`src/rtl/ta_pkg.sv`:
```
package ta_pkg;
  localparam int TEMP_W   = 16;
  localparam int HYST_W   = 4;
  localparam int FRAC_W   = 7;
  localparam int QSEL_W   = 2;
  localparam int CFG_W    = 8;
  localparam int N_CH     = 2;
  localparam int CH_WIN   = 0;
  localparam int CH_CRIT  = 1;
  localparam int CFG_POL_CRIT = 2;
  localparam int CFG_POL_WIN  = 3;
  localparam int CFG_IRQ      = 4;
endpackage

```
`src/rtl/ta_fault_q.sv`:
```
module ta_fault_q #(
  parameter int QSEL_W = 2,
  localparam int MAXQ  = 1 << QSEL_W,
  localparam int CW    = QSEL_W + 1
) (
  input  logic          clk,
  input  logic          rst_n,
  input  logic          step,
  input  logic          fault,
  input  logic [QSEL_W-1:0] qsel,
  output logic [CW-1:0] count,
  output logic          qualified
);
  logic [CW-1:0] depth;
  logic [CW-1:0] nxt;

  assign depth = CW'(qsel) + CW'(1);

  always_comb begin
    if (!fault)              nxt = '0;
    else if (count >= depth) nxt = depth;
    else                     nxt = count + CW'(1);
  end

  assign qualified = step && fault && (nxt == depth);

  always_ff @(posedge clk or negedge rst_n) begin
    if (!rst_n)    count <= '0;
    else if (step) count <= nxt;
  end

  AST_CNT_BOUND: assert property (@(posedge clk) disable iff (!rst_n)
    count <= CW'(MAXQ));
  AST_CNT_CLEAR: assert property (@(posedge clk) disable iff (!rst_n)
    (step && !fault) |=> (count == '0));
  AST_CNT_IDLE: assert property (@(posedge clk) disable iff (!rst_n)
    !step |=> $stable(count));
endmodule

```
`src/rtl/ta_alarm_flag.sv`:
```
module ta_alarm_flag (
  input  logic clk,
  input  logic rst_n,
  input  logic set,
  input  logic irq_mode,
  input  logic rd,
  input  logic oneshot,
  input  logic below_band,
  output logic flag
);
  logic nxt;

  always_comb begin
    nxt = flag;
    if (set)                                    nxt = 1'b1;
    else if (irq_mode && rd)                    nxt = 1'b0;
    else if (!irq_mode && oneshot && below_band) nxt = 1'b0;
  end

  always_ff @(posedge clk or negedge rst_n) begin
    if (!rst_n) flag <= 1'b0;
    else        flag <= nxt;
  end

  AST_SET_SOURCE: assert property (@(posedge clk) disable iff (!rst_n)
    !flag ##1 flag |-> $past(set));
  AST_IRQ_READ_CLEARS: assert property (@(posedge clk) disable iff (!rst_n)
    (irq_mode && rd && !set) |=> !flag);
  AST_CMP_HOLDS: assert property (@(posedge clk) disable iff (!rst_n)
    (!irq_mode && !oneshot && flag) |=> flag);
endmodule

```
`src/rtl/temp_alarm.sv`:
```
module temp_alarm
  import ta_pkg::*;
(
  input  logic              clk,
  input  logic              rst_n,
  input  logic              res_valid,
  output logic              res_ready,
  input  logic [TEMP_W-1:0] res_temp,
  input  logic [TEMP_W-1:0] lim_high,
  input  logic [TEMP_W-1:0] lim_low,
  input  logic [TEMP_W-1:0] lim_crit,
  input  logic [HYST_W-1:0] hyst,
  input  logic [CFG_W-1:0]  cfg,
  input  logic              reg_rd,
  input  logic              oneshot_wr,
  output logic              int_o,
  output logic              ct_o
);
  localparam int XW = TEMP_W + 2;

  logic signed [TEMP_W-1:0] t_s, hi_s, lo_s, cr_s;
  logic signed [TEMP_W-1:0] last_t;
  logic signed [XW-1:0]     hyst_x;
  logic [N_CH-1:0]          fault_c;
  logic [N_CH-1:0]          qual_c;
  logic [N_CH-1:0]          below_c;
  logic [N_CH-1:0]          flag_c;
  logic [N_CH-1:0]          pol_c;
  logic signed [XW-1:0]     ref_c [N_CH];

  assign res_ready = 1'b1;
  assign t_s  = res_temp;
  assign hi_s = lim_high;
  assign lo_s = lim_low;
  assign cr_s = lim_crit;
  assign hyst_x = XW'({hyst, {FRAC_W{1'b0}}});

  assign fault_c[CH_WIN]  = (t_s > hi_s) || (t_s < lo_s);
  assign fault_c[CH_CRIT] = (t_s >= cr_s);
  assign ref_c[CH_WIN]    = XW'(hi_s);
  assign ref_c[CH_CRIT]   = XW'(cr_s);
  assign pol_c[CH_WIN]    = cfg[CFG_POL_WIN];
  assign pol_c[CH_CRIT]   = cfg[CFG_POL_CRIT];

  always_ff @(posedge clk or negedge rst_n) begin
    if (!rst_n)         last_t <= '0;
    else if (res_valid) last_t <= t_s;
  end

  for (genvar c = 0; c < N_CH; c++) begin : g_ch
    logic [QSEL_W:0] cnt;

    assign below_c[c] = XW'(last_t) < (ref_c[c] - hyst_x);

    ta_fault_q #(.QSEL_W(QSEL_W)) u_q (
      .clk       (clk),
      .rst_n     (rst_n),
      .step      (res_valid),
      .fault     (fault_c[c]),
      .qsel      (cfg[QSEL_W-1:0]),
      .count     (cnt),
      .qualified (qual_c[c])
    );

    ta_alarm_flag u_flag (
      .clk        (clk),
      .rst_n      (rst_n),
      .set        (qual_c[c]),
      .irq_mode   (cfg[CFG_IRQ]),
      .rd         (reg_rd),
      .oneshot    (oneshot_wr),
      .below_band (below_c[c]),
      .flag       (flag_c[c])
    );
  end

  assign int_o = pol_c[CH_WIN]  ? flag_c[CH_WIN]  : ~flag_c[CH_WIN];
  assign ct_o  = pol_c[CH_CRIT] ? flag_c[CH_CRIT] : ~flag_c[CH_CRIT];

  AST_CRIT_NEEDS_FAULT: assert property (@(posedge clk) disable iff (!rst_n)
    qual_c[CH_CRIT] |-> (res_valid && (t_s >= cr_s)));
  AST_READY_HIGH: assert property (@(posedge clk) disable iff (!rst_n)
    res_ready);
endmodule

```
`config.mk`:
```
export PLATFORM = sky130hd
export DESIGN_NAME = temp_alarm
export DESIGN_NICKNAME = d
export VERILOG_FILES = /design/src/rtl/ta_pkg.sv /design/src/rtl/ta_fault_q.sv /design/src/rtl/ta_alarm_flag.sv /design/src/rtl/temp_alarm.sv
export SDC_FILE = /design/constraint.sdc
export NUM_CORES = 1
export LEC_CHECK = 0
export BUFFER_PORTS_ARGS = -buffer_cell sky130_fd_sc_hd__buf_2
export CORE_MARGIN = 1
export CORE_UTILIZATION = 40
export CTS_BUF_LIST = sky130_fd_sc_hd__clkbuf_8
export CTS_CLUSTER_DIAMETER = 30
export CTS_CLUSTER_SIZE = 25
export DETAILED_ROUTE_END_ITERATION = 7
export HOLD_SLACK_MARGIN = 0.15
export PLACE_DENSITY_LB_ADDON = 0.05
export SYNTH_ARGS = -nofsm -noshare
export SYNTH_HDL_FRONTEND = slang
export SYNTH_HIERARCHICAL = 1
export SYNTH_SLANG_ARGS = --single-unit
```
`constraint.sdc`:
```
create_clock -name clk -period 3.43 [get_ports clk]
set_input_delay 0 -clock clk [delete_from_list [all_inputs] [get_ports clk]]
set_output_delay 0 -clock clk [all_outputs]
set_load 0.1 [all_outputs]
```
Word level (Yosys, flattened, before mapping) --
Cells that the tools add are included.
Storage, ports and cells: output and inout port bits 3, register bits 24
Cells by class: bitwise logic cells 2, magnitude comparators 7, reduce and logical (&&, ||, !) cells 12, equality and inequality tests 2, add/subtract/negate cells 5, muxes and demuxes 12
Operator list (count):
- $lt A16 B17 Y1 | 2
- $sub A16 B12 Y17 | 2
- $ge A16 B16 Y1 | 1
- $gt A16 B16 Y1 | 1
- $lt A16 B16 Y1 | 1
- $mux W3 | 4
- $logic_and A1 B1 Y1 | 8
- $mux W1 | 8
- $add A3 B1 Y3 const B | 2
- $eq A3 B3 Y1 | 2
- $ge A3 B3 Y1 | 2
- $reduce_bool A3 Y1 | 2
- $add A2 B1 Y3 const B | 1
- $not A1 Y1 | 2
- $logic_not A1 Y1 | 1
- $logic_or A1 B1 Y1 | 1

Logic depth before layout (Yosys ltp) --
Gate-level depths: netlist of run 1.
word-level depth 7, depth in mapped cells 17, mapped depth without buffers 17

Hierarchy --
The synthesis of run 1 kept the hierarchy.
By module, submodules not included:
- temp_alarm | times used 1, cells an instance 360, sequential area each 400.4 um2, area each 2969.1 um2
- ta_fault_q | times used 2, cells an instance 39, sequential area each 75.1 um2, area each 344.1 um2
- ta_alarm_flag | times used 2, cells an instance 4, sequential area each 25.0 um2, area each 45.0 um2

Least setup slack after synthesis of run 1 --
OpenSTA, ideal clock, no wires.
kind input to register, start point input port lim_crit[7], end point register g_ch[1].u_flag.flag, stages on the path 16, setup slack 1028 ps, arrival time 2282 ps, data required time 3310 ps, path through inv_1 > ha_1 > inv_1 > fa_1 > a21oi_1 > nor2b_1 > nor3_1 > nand2_1 > xnor2_1 > ha_1 > and4_1 > a21oi_1 > o22ai_1 > a21oi_1 > nand3b_1 > a31o_1
Between the ends: elaborated cells between the ends (all ways) 10
RTL lines:
- start, declared | line temp_alarm.sv:11 | input logic [TEMP_W-1:0] lim_crit,
- $sub A16 B12 Y17 | line temp_alarm.sv:53 | assign below_c[c] = XW'(last_t) < (ref_c[c] - hyst_x);
- $lt A16 B17 Y1 | line temp_alarm.sv:53
- named net below_c[1] | line temp_alarm.sv:26 | logic [N_CH-1:0] below_c;
- $logic_and A1 B1 Y1 | line ta_alarm_flag.sv:17 | else if (!irq_mode && oneshot && below_band) nxt = 1'b0;
- $reduce_bool A3 Y1 (no source line)
- end signal, assigned | line ta_alarm_flag.sv:22 | else flag <= nxt;
- end, declared | line ta_alarm_flag.sv:9 | output logic flag
The timed path passes the listed nets, and every way through them passes these cells. A chain may end at the register's enable or synchronous reset.

Worst setup path in the final report of run 1 --
start point input port res_temp[7], end point register g_ch[0].u_flag.flag
Between the ends: longest elaborated chain between the ends 6, elaborated cells between the ends (all ways) 9
RTL lines:
- start, declared | line temp_alarm.sv:8 | input logic [TEMP_W-1:0] res_temp,
- $gt A16 B16 Y1 / $lt A16 B16 Y1 (equally long branches) | line temp_alarm.sv:38 | assign fault_c[CH_WIN] = (t_s > hi_s) || (t_s < lo_s);
- $logic_or A1 B1 Y1 (*) | line temp_alarm.sv:38
- named net fault_c[0] | line temp_alarm.sv:24 | logic [N_CH-1:0] fault_c;
- $mux W3 | line ta_fault_q.sv:20 | if (!fault) nxt = '0;
- $eq A3 B3 Y1 | line ta_fault_q.sv:25 | assign qualified = step && fault && (nxt == depth);
- $logic_and A1 B1 Y1 (*) | line ta_fault_q.sv:25
- named net qual_c[0] | line temp_alarm.sv:25 | logic [N_CH-1:0] qual_c;
- $reduce_bool A3 Y1 (no source line) / $mux W1 (equally long branches)
- end signal, assigned | line ta_alarm_flag.sv:22
- end, declared | line ta_alarm_flag.sv:9
Mark *: on every way through the listed nets, which the timed path passes. The rest lies on a longest branch.

==> flow_summary.ini, run 1 <==
[route]
route.antenna.remaining_nets = 0
finalWirelength_um = 9992
drcViolationCount = 0
dr.pass1.iters = 7
avgViaCountPerCell = 5.250
wl_per_cell_um = 15.16
via_count = 3460
drt_iter0_markers = 96

[global_routing]
met2_usage_pct = 39.70
grt_pass1_vias = 3584
gr-usage-met1_pct = 28.10
grt_pass1_wl_um = 16770
grtUsageTotal_pct = 21.73
antenna_found_initial = 0
use_met3_pct = 1.489
grt_max_degree = 34
overflow = 0
top_usage_layer = met2

[logic_synthesis]
synth_area_leaders = ha_1, dfrtp_1, inv_1
synth_edf_count = 0
synth_seq_cells = 24
ys_warn_count = 6
synth_top_cell_by_area = ha_1
async_reset_ff_share_pct = 100.0
synth_flop_cell = dfrtp_1
synth_nets = 624
ys_seq_area_share_pct = 16.03
netlist-cell-type-count = 53
synth_top_area_share_pct = 31.72
syn-cell-area_um2 = 3747
avgSynthCellArea_um2 = 8.402
netlist_instances = 446

[sta]
final-setup-viol-count = 0
post-route-min-period_ps = 3312
clock.fmax_ghz = 0.3019
final.period_utilization_pct = 96.57
fin_worst_skew_ps = 3.359
finalHoldViolations = 0
worstMarginPinSlew_ps = 683.7
slew_violations = 0
whs_ps = 248.4
relSlewSlack_pct = 53.24

[cts]
cts_root_buf = clkbuf_8
ctsLongestPathBuffers = 2
cts_made_buffers = 3
cts_tree = yes
cts.sinks = 24
clkLatencyLatePin_ps = 280
htree_levels = 1
clk_pin_slew_ps = 100

[placed_design]
port-buffer-count = 79
placed_area_um2 = 4262
globalplace.congestion = 0.8187
post-dp-hpwl_um = 8273

[critical_path]
worst-setup-path-type = in -> reg
cp.arrival_ps = 3490
worstPathRequired_ps = 3600
r2r_start = last_t[2]$_DFFE_PN0P_
r2r-end = g_ch[0].u_flag/flag$_DFFE_PN0P_
crit_fanout = 4
r2r_cells = 10
cp-start-kind = input port
rrSetupSlack_ps = 290
end_kind = flip-flop

[power_and_ir_drop]
power_density_nw_per_um2 = 353.2
power_uw = 1616
ir_worst_vdd_mv = 0.2647
p_leak_uw = 0.002414

[worst_hold_path]
hold_start = cfg[1]
whs_path_depth = 4
worstHoldPathType = in -> reg
hold-path-endpoint = g_ch[0].u_q/count[1]$_DFFE_PN0P_

[layout]
fin_util_pct = 51.48
n_antenna_cell = 0
fin_nets = 730
finalInstanceArea_um2 = 4577
syn_to_final_growth_pct = 22.14
final_layout_size_suffix_gt1_share_pct = 20.15
n_fill_cell = 857

[die]
core-area_um2 = 8891
die-area_um2 = 9759
fp-row-count = 34
io_pins = 84
initial_core_util_pct = 42.15
die_y_um = 98.79
fp.dieW_um = 98.79

[job]
max_cap_viol_count = 0

[run_status]
status = completed
-- power by group --
group          switching (uW)  internal, uW  total, uW
registers                70.6           345        415
clock network             113           103        216
logic                     541           444        985
-- layer usage --
| layer | wire length [um] | vias up | share of wire [%] |
|---|---|---|---|
| met2 | 4769 | 75 | 48 |
| met4 | 91 | 0 | 0.91 |
| met3 | 265 | 6 | 2.7 |
| met1 | 4866 | 1573 | 49 |
| li1 | - | 1806 | - |
| met5 | 0 | - | 0 |
-- logic make-up (layout without fill, tap and decap cells) --
logic type | after synthesis | after routing | synth area share, %
adders and majority gates | 97 | 97 | 32.79
DFF | 24 | 24 | 16.03
AOI/OAI and AO/OA | 103 | 103 | 19.33
xor gates and xnor gates | 20 | 20 | 4.675
muxes | 16 | 16 | 4.808
and+or+nand+nor | 103 | 103 | 13.92
other | 1 | 1 | 0.1001
buffers and inverters | 82 | 187 | 8.347
-- final cells by class --
class	count	area (um2)	area share (%)
Clock buffer	4	55.05	1.203
Inverter	77	289.0	6.315
Multi-Input combinational cell	340	2839	62.03
Sequential cell	24	600.6	13.12
Tap cell	108	135.1	2.952
Timing Repair Buffer	106	658.1	14.38
-- flip-flops by register name, summed over array words and instances (netlist names) --
name              flops
g_ch.u_q/count        6
last_t               16
g_ch.u_flag/flag      2
-- synth_stat cells, types with 3 or more instances --
| cell type | n |
|---|---|
| ha_1 | 95 |
| o211ai_1 | 8 |
| a211oi_1 | 6 |
| a21o_1 | 11 |
| nor4_1 | 6 |
| nor2b_1 | 8 |
| clkbuf_1 | 3 |
| nand2b_1 | 4 |
| inv_1 | 75 |
| nand4_1 | 9 |
| nand2_1 | 24 |
| xor2_1 | 6 |
| o21ai_0 | 8 |
| nor2_1 | 24 |
| nand3_1 | 9 |
| mux2_2 | 15 |
| nor3_1 | 6 |
| nand3b_1 | 4 |
| a21oi_1 | 32 |
| a31oi_1 | 4 |
| xnor2_1 | 14 |
| o21ai_1 | 4 |
| dfrtp_1 | 24 |
-- cells in the final DEF, fill, tap and decap left out, types with 3 or more instances in the layout --
cell type | netlist | routed
ha_1 | 95 | 95
buf_2 | 1 | 79
inv_1 | 75 | 75
a21oi_1 | 32 | 32
nor2_1 | 24 | 24
nand2_1 | 24 | 24
dfrtp_1 | 24 | 24
dlygate4sd3_1 | 0 | 24
mux2_2 | 15 | 15
xnor2_1 | 14 | 14
a21o_1 | 11 | 11
nand3_1 | 9 | 9
nand4_1 | 9 | 9
o21ai_0 | 8 | 8
nor2b_1 | 8 | 8
o211ai_1 | 8 | 8
a211oi_1 | 6 | 6
nor4_1 | 6 | 6
xor2_1 | 6 | 6
nor3_1 | 6 | 5
o21ai_1 | 4 | 4
nand2b_1 | 4 | 4
a31oi_1 | 4 | 4
clkbuf_8 | 0 | 4
nand3b_1 | 4 | 4
buf_4 | 1 | 3
-- how the worst max path moves through the flow --
stage | slack, ps | cells past startpoint | end | from
global placement | 570 | 17 | g_ch[0].u_flag/flag$_DFFE_PN0P_ | lim_high[7]
finish | 120 | 13 | g_ch[0].u_flag/flag$_DFFE_PN0P_ | res_temp[7]
global route | -20 | 13 | g_ch[0].u_flag/flag$_DFFE_PN0P_ | res_temp[2]
CTS | 60 | 13 | g_ch[0].u_flag/flag$_DFFE_PN0P_ | res_temp[9]
floorplan | 1030 | 16 | g_ch[1].u_flag/flag$_DFFE_PN0P_ | lim_crit[7]
detailed placement | 510 | 17 | g_ch[0].u_flag/flag$_DFFE_PN0P_ | lim_high[7]
-- critical path, cell delays in order --
cell,delay [ps]
dlygate4sd3_1,540
buf_2,160
ha_1,300
nand3_1,110
nor2_1,120
a211oi_1,90
a2111oi_0,650
o211ai_1,330
nand2_1,180
nor3_1,80
a32o_1,210
a31o_1,180
dlygate4sd3_1,550
-- stage by stage --
| stage | setup WS (ps) | setup TNS (ps) | instances |
|---|---|---|---|
| global route | -15.96 | -15.96 | 659 |
| finish | 117.6 | 0 | 659 |
| CTS | 58.24 | 0 | 657 |
| detailed placement | 507.7 | 0 | 629 |
| floorplan | 1028 | 0 | 446 |
| global placement | 573.5 | 0 | 629 |
-- what timing repair did --
item | in CTS | in global routing
endpoints found under the setup margin | 0 | 1
hold buffers | 24 | 0
gates resized for setup | 0 | 1
endpoints found under the hold margin | 44 | 0
setup buffers | 0 | 2
Power figures use the tool's default switching activity.
==> inputs of run 2 (changes only) <==
- ABC_AREA: unset -> 1
==> run 2 against run 1 <==
Against the previous run: global-route usage down 1.7 points; clock-buffer cell count is 1 lower; setup slack improved by 410 ps; final cell count is 19% higher; sequential cell count stayed put; routed wire length fell by 4.5%; combinational power about the same; maximum frequency rose by 14%; worst hold slack lost 19 ps; critical path type unchanged.
==> flow_summary.ini, run 2 <==
[global_routing]
grtUsageTotal_pct = 20.06
grt_pass1_wl_um = 16150
antenna_found_initial = 0
grt_max_degree = 26
grt_pass1_vias = 3726
overflow = 0

[sta]
post-route-min-period_ps = 2899
clock.fmax_ghz = 0.3450
final-setup-viol-count = 0
finalHoldViolations = 0
rsz0062_at_grt = false
finalWorstSetupSlack_ps = 531.1
worstMarginPinSlew_ps = 656.1
final.period_utilization_pct = 84.52
fin_tns_setup_ps = 0
slew_violations = 0
fin_worst_skew_ps = 0.9641
relSlewSlack_pct = 56.26

[critical_path]
r2r_cells = 13
critPathMostFrequentCell = nand2_1
rrSetupSlack_ps = 1090
worstPathRequired_ps = 3620
end_kind = flip-flop
r2r_start = last_t[8]$_DFFE_PN0P_
critPathMaxStageDelay_ps = 560
r2r-end = g_ch[1].u_flag/flag$_DFFE_PN0P_
critPathSlowestCell = dlygate4sd3_1
cp-start-kind = input port
worstPathCellList = buf_2, inv_1, ha_1, inv_1, fa_1, nand3_1, nand2_1, nor3_2, nand3_1, xor2_1, ha_1, nand2_2, nor2_2, nand3_1, nor2_1, nor2_1, nand2_1, nand2_1, nand2_1, nand3_1, dlygate4sd3_1, nand2_1, nand2_1
crit_fanout = 3
cp.arrival_ps = 3090
worst-setup-path-type = in -> reg

[layout]
max_flop_register = last_t
fin_cells = 785
layout.cells.most_common = nand2_1
syn_to_final_growth_pct = 21.56
fin_nets = 835
n_antenna_cell = 0
layout_common_cells = nand2_1, inv_1, ha_1, buf_2, a21oi_1
largest_reg_flops = 16
largestRegisters = last_t x16, g_ch.u_q/count x6, g_ch.u_flag/flag x2
finalInstanceArea_um2 = 4783
final_layout_size_suffix_gt1_share_pct = 17.84

[placed_design]
globalplace.congestion = 0.8523
port-buffer-count = 79
placed_area_um2 = 4472
placedCellCount = 757
place_ws_ps = 760.6
post-dp-hpwl_um = 8063

[worst_hold_path]
whs_path_depth = 3
hold-path-endpoint = g_ch[1].u_q/count[1]$_DFFE_PN0P_
worstHoldPathType = in -> reg
hold_start = res_valid

[cts]
cts_tree = yes
htree_levels = 1
clk_pin_slew_ps = 100
cts_made_buffers = 3
cts_root_buf = clkbuf_8
ctsLongestPathBuffers = 2
clkLatencyLatePin_ps = 280
cts.sinks = 24

[route]
via_count = 3722
avgViaCountPerCell = 4.741
finalWirelength_um = 9541
drcViolationCount = 0
wl_per_cell_um = 12.15
dr.pass1.iters = 4
drt_iter0_markers = 63
route.antenna.remaining_nets = 0

[logic_synthesis]
synth_area_leaders = ha_1, dfrtp_1, nand2_1
synth_flop_cell = dfrtp_1
netlist-cell-type-count = 31
avgSynthCellArea_um2 = 7.129
synth_top_cell_by_area = ha_1
synth_edf_count = 0
synth_nets = 730
ys_warn_count = 6
synth_commonest_cells = nand2_1, inv_1, ha_1
synth_top_area_share_pct = 30.21
ys_seq_area_share_pct = 15.26
syn-cell-area_um2 = 3935
synthMostInstantiatedCell = nand2_1
netlist_instances = 552
synth_seq_cells = 24
async_reset_ff_share_pct = 100.0

[die]
fp-row-count = 35
die_y_um = 101.2
core-area_um2 = 9371
io_pins = 84
initial_core_util_pct = 41.99
die-area_um2 = 10240
fp.dieW_um = 101.2

[run_status]
status = completed

[power_and_ir_drop]
power_density_nw_per_um2 = 346.0
p_leak_uw = 0.002794
ir_worst_vdd_mv = 0.2554
power_uw = 1655

[job]
max_cap_viol_count = 0
run 2: area by class of cell:
class / instances / area, um2
fillers: 973 / 4588
multi-input cells: 410 / 2883
repair buffers: 103 / 635.6
flip-flops and latches: 24 / 600.6
inverters: 115 / 431.7
well taps: 129 / 161.4
clock buffers: 3 / 41.29
clock inverters: 1 / 30.03
run 2: worst max-delay path by stage:
stage	from	slack, ps	depth (start not counted)	end
global route	lim_crit[7]	240	23	g_ch[1].u_flag/flag$_DFFE_PN0P_
global placement	lim_crit[7]	790	22	g_ch[1].u_flag/flag$_DFFE_PN0P_
CTS	lim_crit[7]	530	23	g_ch[1].u_flag/flag$_DFFE_PN0P_
detailed placement	lim_crit[7]	760	22	g_ch[1].u_flag/flag$_DFFE_PN0P_
floorplan	lim_crit[7]	1160	21	g_ch[1].u_flag/flag$_DFFE_PN0P_
finish	lim_crit[7]	530	23	g_ch[1].u_flag/flag$_DFFE_PN0P_
run 2: per-layer routing:
metal,part of all wire [%],GRT usage (%),vias up
li1,-,-,2010
met1,49,25.16,1641
met2,48,37.31,66
met3,2.4,1.932,5
met4,0.50,3.790,0
met5,0,0,-
run 2: power by group:
part | leakage, uW | internal, uW | switching [uW] | total (uW)
sequential | 0.000289 | 341 | 55.4 | 396
combinational | 0.00247 | 390 | 597 | 987
clock | 0.0000357 | 157 | 115 | 271
run 2: cells by family after synthesis:
kind of cell / share of synthesized area [%]
AOI/OAI and AO/OA: 9.285
other: 0.09530
xor gates and xnor gates: 4.006
DFF: 15.26
buffers and inverters: 11.48
muxes: 4.293
and+or+nand+nor: 24.36
adders and majority gates: 31.22
run 2: worst max-delay path: cells and delay by family:
kind,cells,cell delay [ps]
xor gates and xnor gates,1,160
buffers and inverters,4,780
and+or+nand+nor,15,1310
adders and majority gates,3,820
run 2: metrics by stage:
step / hold WS [ps] / utilization (%)
5_1_grt: 253.0 / 51.04
3_3_place_gp: 56.26 / 47.72
3_5_place_dp: 66.30 / 47.72
4_1_cts: 240.5 / 51.04
2_1_floorplan: -295.6 / -
6_report: 229.7 / 51.04
run 2: repair_timing:
item / CTS / global route
gates resized for setup: 0 / 0
buffers inserted: 0 / 0
hold buffers: 24 / 0
endpoints found under the hold margin: 44 / 0
